==> src/rtl/rxq_pkg.sv <==
package rxq_pkg;
   typedef struct packed {
      logic brk;
      logic frm;
      logic par;
   } rx_tags_t;

   localparam int TAG_W = $bits(rx_tags_t);
endpackage

==> src/rtl/rxq_level.sv <==
module rxq_level #(
   parameter int DEPTH = 32,
   parameter int CW    = 6
) (
   input  logic          clk,
   input  logic          rst_n,
   input  logic          fifo_en,
   input  logic          flush,
   input  logic          wr_valid,
   input  logic          rd_pop,
   input  logic          stat_rd,
   output logic          push_ok,
   output logic          pop_ok,
   output logic          clr,
   output logic [CW-1:0] count,
   output logic          empty,
   output logic          overrun
);
   logic          mode_q;
   logic [CW-1:0] cap;
   logic          full;

   assign cap     = fifo_en ? CW'(DEPTH) : CW'(1);
   assign clr     = flush | (fifo_en != mode_q);
   assign empty   = (count == '0);
   assign full    = (count >= cap);
   assign pop_ok  = rd_pop & ~empty & ~clr;
   assign push_ok = wr_valid & ~clr & (~full | pop_ok);

   always_ff @(posedge clk or negedge rst_n) begin
      if (!rst_n) begin
         mode_q  <= 1'b0;
         count   <= '0;
         overrun <= 1'b0;
      end else begin
         mode_q <= fifo_en;
         if (clr) begin
            count   <= '0;
            overrun <= 1'b0;
         end else begin
            count <= count + CW'(push_ok) - CW'(pop_ok);
            if (wr_valid && !push_ok) overrun <= 1'b1;
            else if (stat_rd)         overrun <= 1'b0;
         end
      end
   end


   no_overflow_chk: assert property (@(posedge clk) disable iff (!rst_n)
      (fifo_en == mode_q) |-> (count <= cap));


   overrun_cause_chk: assert property (@(posedge clk) disable iff (!rst_n)
      $rose(overrun) |-> $past(wr_valid && full && !clr));
endmodule

==> src/rtl/rxq_store.sv <==
module rxq_store #(
   parameter int DEPTH = 32,
   parameter int ENT_W = 11,
   parameter int AW    = 5
) (
   input  logic             clk,
   input  logic             rst_n,
   input  logic             clr,
   input  logic             push_ok,
   input  logic             pop_ok,
   input  logic [ENT_W-1:0] wr_ent,
   output logic [ENT_W-1:0] head_ent,
   output logic [AW-1:0]    wr_ptr,
   output logic [AW-1:0]    rd_ptr
);
   logic [ENT_W-1:0] mem [DEPTH];

   always_ff @(posedge clk or negedge rst_n) begin
      if (!rst_n) begin
         wr_ptr <= '0;
         rd_ptr <= '0;
      end else if (clr) begin
         wr_ptr <= '0;
         rd_ptr <= '0;
      end else begin
         if (push_ok) wr_ptr <= wr_ptr + AW'(1);
         if (pop_ok)  rd_ptr <= rd_ptr + AW'(1);
      end
   end

   always_ff @(posedge clk or negedge rst_n) begin
      if (!rst_n) begin
         for (int i = 0; i < DEPTH; i++) mem[i] <= '0;
      end else if (push_ok && !clr) begin
         mem[wr_ptr] <= wr_ent;
      end
   end

   assign head_ent = mem[rd_ptr];
endmodule

==> src/rtl/rxq_irq.sv <==
module rxq_irq #(
   parameter int CW     = 6,
   parameter int TRIG_0 = 1,
   parameter int TRIG_1 = 8,
   parameter int TRIG_2 = 16,
   parameter int TRIG_3 = 28
) (
   input  logic          fifo_en,
   input  logic          irq_on_thr,
   input  logic          irq_en,
   input  logic [1:0]    thr_sel,
   input  logic [CW-1:0] count,
   input  logic          empty,
   output logic          irq
);
   logic [CW-1:0] trig;

   always_comb begin
      case (thr_sel)
         2'd0:    trig = CW'(TRIG_0);
         2'd1:    trig = CW'(TRIG_1);
         2'd2:    trig = CW'(TRIG_2);
         default: trig = CW'(TRIG_3);
      endcase
   end

   assign irq = irq_en & ~empty & (~fifo_en | ~irq_on_thr | (count >= trig));
endmodule

==> src/rtl/rxq_tagged.sv <==
module rxq_tagged
   import rxq_pkg::*;
#(
   parameter int DATA_W = 8,
   parameter int DEPTH  = 32,
   parameter int TRIG_0 = 1,
   parameter int TRIG_1 = 8,
   parameter int TRIG_2 = 16,
   parameter int TRIG_3 = 28
) (
   input  logic                  clk,
   input  logic                  rst_n,
   input  logic                  fifo_en,
   input  logic                  irq_on_thr,
   input  logic [1:0]            thr_sel,
   input  logic                  irq_en,
   input  logic                  wr_valid,
   input  logic [DATA_W-1:0]     wr_data,
   input  logic [2:0]            wr_tags,
   input  logic                  rd_pop,
   input  logic                  stat_rd,
   input  logic                  flush,
   output logic [DATA_W-1:0]     rd_data,
   output logic [4:0]            line_stat,
   output logic [$clog2(DEPTH):0] level,
   output logic                  rx_irq
);
   localparam int AW    = $clog2(DEPTH);
   localparam int CW    = AW + 1;
   localparam int ENT_W = DATA_W + TAG_W;

   generate
      if (DEPTH < 2 || (1 << AW) != DEPTH) begin : g_bad_depth
         $error("rxq_tagged: DEPTH must be a power of two of at least 2");
      end
      if (TRIG_0 < 1 || TRIG_1 > DEPTH || TRIG_2 > DEPTH || TRIG_3 > DEPTH) begin : g_bad_trig
         $error("rxq_tagged: trigger levels must lie in 1..DEPTH");
      end
   endgenerate

   logic             push_ok, pop_ok, clr, empty, overrun;
   logic [CW-1:0]    count;
   logic [ENT_W-1:0] head_ent;
   logic [AW-1:0]    wr_ptr, rd_ptr;
   rx_tags_t         head_tags;

   rxq_level #(.DEPTH(DEPTH), .CW(CW)) u_level (
      .clk(clk), .rst_n(rst_n), .fifo_en(fifo_en), .flush(flush),
      .wr_valid(wr_valid), .rd_pop(rd_pop), .stat_rd(stat_rd),
      .push_ok(push_ok), .pop_ok(pop_ok), .clr(clr),
      .count(count), .empty(empty), .overrun(overrun)
   );

   rxq_store #(.DEPTH(DEPTH), .ENT_W(ENT_W), .AW(AW)) u_store (
      .clk(clk), .rst_n(rst_n), .clr(clr), .push_ok(push_ok), .pop_ok(pop_ok),
      .wr_ent({wr_tags, wr_data}), .head_ent(head_ent),
      .wr_ptr(wr_ptr), .rd_ptr(rd_ptr)
   );

   rxq_irq #(.CW(CW), .TRIG_0(TRIG_0), .TRIG_1(TRIG_1),
             .TRIG_2(TRIG_2), .TRIG_3(TRIG_3)) u_irq (
      .fifo_en(fifo_en), .irq_on_thr(irq_on_thr), .irq_en(irq_en),
      .thr_sel(thr_sel), .count(count), .empty(empty), .irq(rx_irq)
   );

   assign head_tags = empty ? '0 : rx_tags_t'(head_ent[ENT_W-1:DATA_W]);
   assign rd_data   = empty ? '0 : head_ent[DATA_W-1:0];
   assign line_stat = {head_tags.brk, head_tags.frm, head_tags.par, overrun, ~empty};
   assign level     = count;


   ptr_count_chk: assert property (@(posedge clk) disable iff (!rst_n)
      (wr_ptr - rd_ptr) == count[AW-1:0]);


   head_hold_chk: assert property (@(posedge clk) disable iff (!rst_n)
      (!empty && !pop_ok && !clr) |=> $stable(rd_data));


   irq_gate_chk: assert property (@(posedge clk) disable iff (!rst_n)
      rx_irq |-> (irq_en && line_stat[0]));


   empty_pop_chk: assert property (@(posedge clk) disable iff (!rst_n)
      (empty && rd_pop && !wr_valid) |=> (level == '0));
endmodule

==> config.mk <==
export PLATFORM = sky130hd
export DESIGN_NAME = rxq_tagged
export DESIGN_NICKNAME = d
export VERILOG_FILES = /design/src/rtl/rxq_pkg.sv /design/src/rtl/rxq_level.sv /design/src/rtl/rxq_store.sv /design/src/rtl/rxq_irq.sv /design/src/rtl/rxq_tagged.sv
export SDC_FILE = /design/constraint.sdc
export NUM_CORES = 1
export LEC_CHECK = 0
export BUFFER_PORTS_ARGS = -buffer_cell sky130_fd_sc_hd__buf_2
export CAP_MARGIN = 20
export CORE_UTILIZATION = 47
export DETAILED_ROUTE_END_ITERATION = 6
export HOLD_SLACK_MARGIN = 0.05
export SYNTH_ARGS = -nofsm -noshare
export SYNTH_HDL_FRONTEND = slang
export SYNTH_SLANG_ARGS = --single-unit
export TNS_END_PERCENT = 10
==> constraint.sdc <==
create_clock -name clk -period 4.2 [get_ports clk]
set_input_delay 0.21 -clock clk [delete_from_list [all_inputs] [get_ports clk]]
set_output_delay 0.21 -clock clk [all_outputs]
set_load 0.005 [all_outputs]
==> out/qor.yml, run 1 <==
pwr:
  powerDensity_mw_per_mm2: 432
  p_int_w: 0.00627
  p_leak_nw: 9.18
  power.switching_w: 0.00213
  pwr-share-seq_pct: 44.7
  clkPwrFrac_pct: 42.4
  sw_frac_of_total_pct: 25.4
  total_power_w: 0.00840
  combPwrFrac_pct: 12.9
  vdd_ir_drop_max_uv: 357
synthesis:
  ys_types: 48
  ys_ff_latch: 370
  yosysWarnings: 0
  ys_async_sr_fraction_pct: 100
  syn_nets: 1246
  synthFlopType: "dfrtp_1"
  syn-cell-area_mm2: 0.0177
  syn-instance-count: 1203
  avgSynthCellArea_um2: 14.7
  ys_seq_area_share_pct: 52.3
  synth_edf_count: 0
drt:
  vias_per_cell: 5.95
  drc: 0
  drt_iter0_drc: 477
  ant_nets: 0
  drt_first_pass_iters: 5
  vias: 10100
  routed_wirelength_um: 41600
  routedWlPerCell_um: 24.6
critical_path:
  ff2ff_path_depth: 15
  crit_family: "buffers and inverters"
  crit_path_max_incr_delay_ns: 0.72
  crit_buf_inv: 3
  worst_ep_required_time_ns: 3.99
  crit_path_start: "u_store.rd_ptr[0]"
  critPathCaptureType: "output port"
  cp_cell_sequence: "buf_4 -> buf_12 -> mux2i_1 -> a22oi_1 -> a311oi_1 -> nor2_1 -> buf_2"
  critPathKind: "reg2out"
  reg2reg_slack_ns: 0.90
  r2r-end: "u_level.count[4]"
  crit_arrival_ns: 3.36
  crit_fanout: 46
  start_kind: "flip-flop"
  crit_slowest_cell: "a311oi_1"
  timing.rr.start: "u_level.count[3]"
cells_and_area:
  final_common_cell: "dfrtp_1"
  fillers: 3093
  n_antenna_cell: 0
  fin_cells: 1693
  syn2layout_area_growth_pct: 9.99
  drive_gt1_share_pct: 46.3
  fin_nets: 1240
  final_core_util_pct: 52.9
  final_cell_mix: "dfrtp_1 (367), mux2_2 (351), mux4_2 (77)"
clock_tree:
  cts_sinks: 370
  clk_latency_ns: 0.55
  cts.clk_slew.worst_paths_ns: 0.06
  cts_made_buffers: 42
  cts_root_buffer: "clkbuf_16"
  cts_tree: "built"
  post_cts_buffers: 0
  clock_path_buffers: 3
  cts_max_level: 2
sta:
  period_minus_slack_ns: 3.57
  fin_setup_tns_ns: 0
  finalMaxSlewViolations: 0
  max_freq_ghz: 0.280
  setup_viol: 0
  finalHoldViolations: 0
  rsz0062_at_grt: "false"
  skew_ns: 0.0178
  slew_headroom_pct: 40.0
  finalCritPeriodShare_pct: 85.0
  max_slew.worst_pin.slew_ns: 0.900
placed_design:
  numPortBuffers: 41
  dp_cells: 1617
  hpwl_um: 25700
  routabilityCongestion: 0.801
global_route:
  grt_pass1_vias: 10400
  grt_max_degree: 112
  track_usage_pct: 22.6
  antenna_found_initial: 0
  grt_first_pass_wirelength_um: 65400
  grt_overflow: 0
die:
  die_area_mm2: 0.0384
  core_mm2: 0.0368
  ioPinCount: 42
  die_y_um: 196
  rows: 70
  start_util_pct: 48.1
  dieWidth_um: 196
worst_hold_path:
  hold_depth: 4
  holdPathEnd: "u_store.rd_ptr[1]"
  min_path_type: "in2reg"
  min_from: "rd_pop"
status:
  outcome: "finished, final reports clean"
job:
  drv_cap: 0
==> synth_stat cells, types with 2 or more instances <==
master    count  share of area (%)
xnor2_1       5               0.25
nor2_1       57                1.2
a31oi_1      11               0.39
buf_2        12               0.34
nand2_1      12               0.25
and3_1       18               0.64
a22oi_1      11               0.47
buf_1         7               0.15
nand3_1       3              0.085
mux4_2       77                9.8
nor3_1        2              0.057
dfrtp_1     370                 52
o21ai_0       2              0.057
clkbuf_1     50                1.1
mux2i_1      46                2.6
a211oi_1     12               0.51
buf_4        38                1.6
nor4b_2       2               0.17
ha_1         20                1.4
mux2_2      351                 22
nor4b_4       2               0.27
nand4_1       3               0.11
a311oi_1     11               0.54
inv_1        17               0.36
buf_6         4               0.25
a21oi_1       6               0.17
nor2b_1      14               0.49
nand2b_1      2              0.071
nand3_2      13               0.74
xor2_1        6               0.30
and2_1        2              0.071
==> worst max-delay path by stage <==
stage,endpoint,slack [ns],cells after the start
final,rd_data[3],0.63,7
after global routing,rd_data[1],0.42,6
after CTS,rd_data[7],0.61,7
after detailed placement,u_level.count[4],0.93,15
after global placement,u_level.count[4],0.99,15
after floorplan,u_level.count[4],1.21,17
==> per-layer routing <==
layer	global-route usage, %	vias to the layer above	part of all wire [%]
met3	3.06	71	3.8
met4	7.06	0	2.6
li1	-	4406	-
met2	36.0	182	48
met1	32.4	5410	45
met5	0	-	0
==> registers in the layout, summed over array words and instances (netlist names) <==
signal and count:
u_store.rd_ptr 5, u_store.wr_ptr 5, u_store.mem 352, u_level.mode_q 1, u_level.overrun 1, u_level.count 6
==> kinds of logic (layout without fill, tap and decap cells) <==
logic type | after synthesis | after routing | share of synthesized area, %
XOR/XNOR | 11 | 11 | 0.545
flip-flops | 370 | 370 | 52.3
AND/OR/NAND/NOR | 136 | 136 | 4.44
buffers and inverters | 129 | 151 | 3.80
adder cells (fa/ha/maj) | 21 | 21 | 1.53
multiplexers | 475 | 475 | 34.8
AO/OA/AOI/OAI | 61 | 61 | 2.55
==> per-stage QoR <==
step / hold WS (ns) / setup slack, ns / cell area (um2)
3_5_place_dp: 0.361 / 0.929 / 18100
3_3_place_gp: 0.352 / 0.989 / 18100
4_1_cts: 0.0566 / 0.605 / 19500
6_report: 0.0848 / 0.631 / 19500
2_1_floorplan: -0.0856 / 1.21 / 17700
5_1_grt: 0.0726 / 0.422 / 19500
==> cell type report <==
cell class / count / area (um2) / share of cell area, %
repair buffers: 62 / 445 / 2.29
clock inverters: 10 / 131 / 0.675
clock buffers: 62 / 1200 / 6.15
inverters: 17 / 63.8 / 0.328
well taps: 468 / 586 / 3.01
multi-input cells: 704 / 7770 / 39.9
flip-flops and latches: 370 / 9270 / 47.6
==> tightest hold or removal path, cell delays in order <==
cell,delay (ns)
buf_2,0.13
nand2_1,0.08
nand2_1,0.07
a21oi_1,0.08
==> power groups by stage <==
stage / sequential [W] / clock (W) / combinational [W]
after floorplan: 0.00378 / 0 / 0.000681
after global placement: 0.00381 / 0 / 0.00108
after detailed placement: 0.00382 / 0 / 0.00109
after CTS: 0.00375 / 0.00366 / 0.00110
after global routing: 0.00377 / 0.00381 / 0.00117
final: 0.00375 / 0.00356 / 0.00109
==> timing repair <==
action,in CTS,in global routing
hold buffers,4,0
gates resized for setup,0,0
endpoints found under the hold margin,108,0
No activity file was read; power rests on OpenSTA's default activity.
==> inputs of run 2 (changes only) <==
clock period = 3.5 ns   (was 4.2 ns; I/O delays follow)
==> run 2 against run 1 <==
Power is 19% higher. Clock skew hardly changed. Sequential power is 20% higher. Utilization is 0.57 points higher. Largest cell class unchanged. Combinational power is 22% higher.
==> out/qor.yml, run 2 (synthesis gave the netlist of run 1 again) <==
pwr:
  power.switching_w: 0.00261
  pwr-share-seq_pct: 45.1
  combPwrFrac_pct: 13.4
  total_power_w: 0.00998
  vdd_ir_drop_max_uv: 440
  powerDensity_mw_per_mm2: 507
  clkPwrFrac_pct: 41.6
  p_int_w: 0.00737
  p_leak_nw: 9.31
  sw_frac_of_total_pct: 26.2
drt:
  wl_met3_um: 1680
  routed_wirelength_um: 42000
  routedWlPerCell_um: 24.4
  drt_first_pass_iters: 5
  routed.top_layer: "met4"
  route.met2.wl_um: 20000
  ant_nets: 0
  drt_iter0_drc: 563
  vias_per_cell: 5.87
  wl_met1_um: 19300
  vias: 10100
  drc: 0
placed_design:
  postPlaceCellArea_mm2: 0.0183
  numPortBuffers: 41
  hpwl_um: 25700
  routabilityCongestion: 0.771
clock_tree:
  cts_made_buffers: 41
  clock_path_buffers: 3
  clk_latency_ns: 0.54
  cts.clk_slew.worst_paths_ns: 0.06
  cts_max_level: 2
  cts_root_buffer: "clkbuf_16"
  cts_sinks: 370
  cts_tree: "built"
sta:
  period_minus_slack_ns: 3.35
  fin_setup_tns_ns: 0
  fin_hold_ws_ns: 0.180
  slew_headroom_pct: 32.2
  finalCritPeriodShare_pct: 95.7
  max_slew.worst_pin.slew_ns: 1.02
  finalMaxSlewViolations: 0
  rsz0062_at_grt: "true"
  max_freq_ghz: 0.299
  setup_viol: 0
  finalHoldViolations: 0
  skew_ns: 0.0176
cells_and_area:
  final_cell_area_mm2: 0.0197
  fin_nets: 1261
  syn2layout_area_growth_pct: 11.2
  largest_register_ffs: 352
  n_antenna_cell: 0
  final_common_cell: "dfrtp_1"
  final_cell_mix: "dfrtp_1 (367), mux2_2 (351), mux4_2 (77)"
  drive_gt1_share_pct: 47.7
  fillers: 3130
  top_register: "u_store.mem"
  largestRegisters: "u_store.mem (352), u_level.count (6)"
critical_path:
  start_kind: "flip-flop"
  crit_path_max_incr_delay_ns: 0.86
  crit_fanout: 11
  critPathCaptureType: "output port"
  cp_cell_sequence: "inv_1 -> ha_1 -> nand4bb_1 -> nor2b_1 -> a311oi_1 -> buf_4 -> nor2_1 -> buf_2"
  critPathKind: "reg2out"
  worst_ep_required_time_ns: 3.32
  crit_slowest_cell: "nor2b_1"
  crit_arrival_ns: 3.17
job:
  drv_cap: 0
die:
  dieWidth_um: 196
  core_mm2: 0.0368
  ioPinCount: 42
  rows: 70
  start_util_pct: 48.1
  die_y_um: 196
  die_area_mm2: 0.0384
global_route:
  grt_overflow: 0
  grt_pass1_vias: 10500
  track_usage_pct: 22.9
  grt_first_pass_wirelength_um: 66200
  grt_max_degree: 86
  antenna_found_initial: 0
worst_hold_path:
  min_path_type: "in2reg"
status:
  outcome: "finished, final reports clean"
run 2: cell types whose count changed in the layout (fill, tap and decap cells not counted), sizes merged:
cell / previous run / this run
clkinv: 5 / 12
buf: 58 / 79
clkinvlp: 1 / 2
clkbuf: 62 / 60
bufinv: 3 / 0
dlygate4sd3: 4 / 5
run 2: worst paths after layout:
| kind | start | end | slack, ns | cells past startpoint |
|---|---|---|---|---|
| worst max-delay path | u_level.count[2] | rd_data[1] | 0.15 | 8 |
| worst max register to register | u_level.count[3] | u_level.count[4] | 0.44 | 15 |
| min in group asynchronous | rst_n | u_store.mem[139] | 0.23 | 2 |
| worst min-delay path | flush | u_store.wr_ptr[4] | 0.18 | 5 |
| max in group asynchronous | rst_n | u_store.rd_ptr[0] | 2.34 | 3 |
| worst min register to register | u_store.mem[125] | u_store.mem[125] | 0.50 | 1 |
run 2: layout make-up:
| cell class | instances | area [um2] | share of cell area (%) |
|---|---|---|---|
| clock buffer | 60 | 1210 | 6.15 |
| clock inverter | 15 | 87.6 | 0.445 |
| inverter | 17 | 63.8 | 0.324 |
| multi-input combinational | 704 | 7770 | 39.5 |
| sequential | 370 | 9270 | 47.1 |
| tap | 468 | 586 | 2.98 |
| timing repair buffer | 84 | 683 | 3.47 |
run 2: stage by stage:
step / setup WS (ns) / cells / util (%)
after floorplan: 0.509 / 1203 / -
after CTS: 0.0469 / 1717 / 53.4
after detailed placement: 0.494 / 1637 / 49.7
final: 0.152 / 1718 / 53.5
after global placement: 0.540 / 1637 / 49.7
after global routing: -0.0134 / 1718 / 53.5
run 2: power by group through the flow:
stage / Clock [W] / Combinational [W] / Sequential, W
2_1_floorplan: 0 / 0.000817 / 0.00454
3_3_place_gp: 0 / 0.00132 / 0.00458
3_5_place_dp: 0 / 0.00132 / 0.00458
4_1_cts: 0.00426 / 0.00133 / 0.00451
5_1_grt: 0.00443 / 0.00145 / 0.00451
6_report: 0.00415 / 0.00133 / 0.00450
run 2: repair_timing:
action | in CTS | in global routing
hold buffers | 5 | 0
gates resized for setup | 0 | 1
hold endpoints to repair | 84 | 0
endpoints found under the setup margin | 0 | 10
buffers inserted | 0 | 1
run 2: worst max-delay path, delay by kind of cell, from the launching register on:
kind                     cells  cell delay (ns)
adder cells (fa/ha/maj)      1             0.24
flip-flops                   1             0.40
AO/OA/AOI/OAI                1             0.15
buffers and inverters        3             0.47
AND/OR/NAND/NOR              3             1.37
run 2: routing by layer:
metal | global-route usage, % | up-vias
met1 | 32.5 | 5380
met4 | 6.68 | 0
met2 | 36.4 | 205
met3 | 3.71 | 68
met5 | 0 | -
li1 | - | 4431
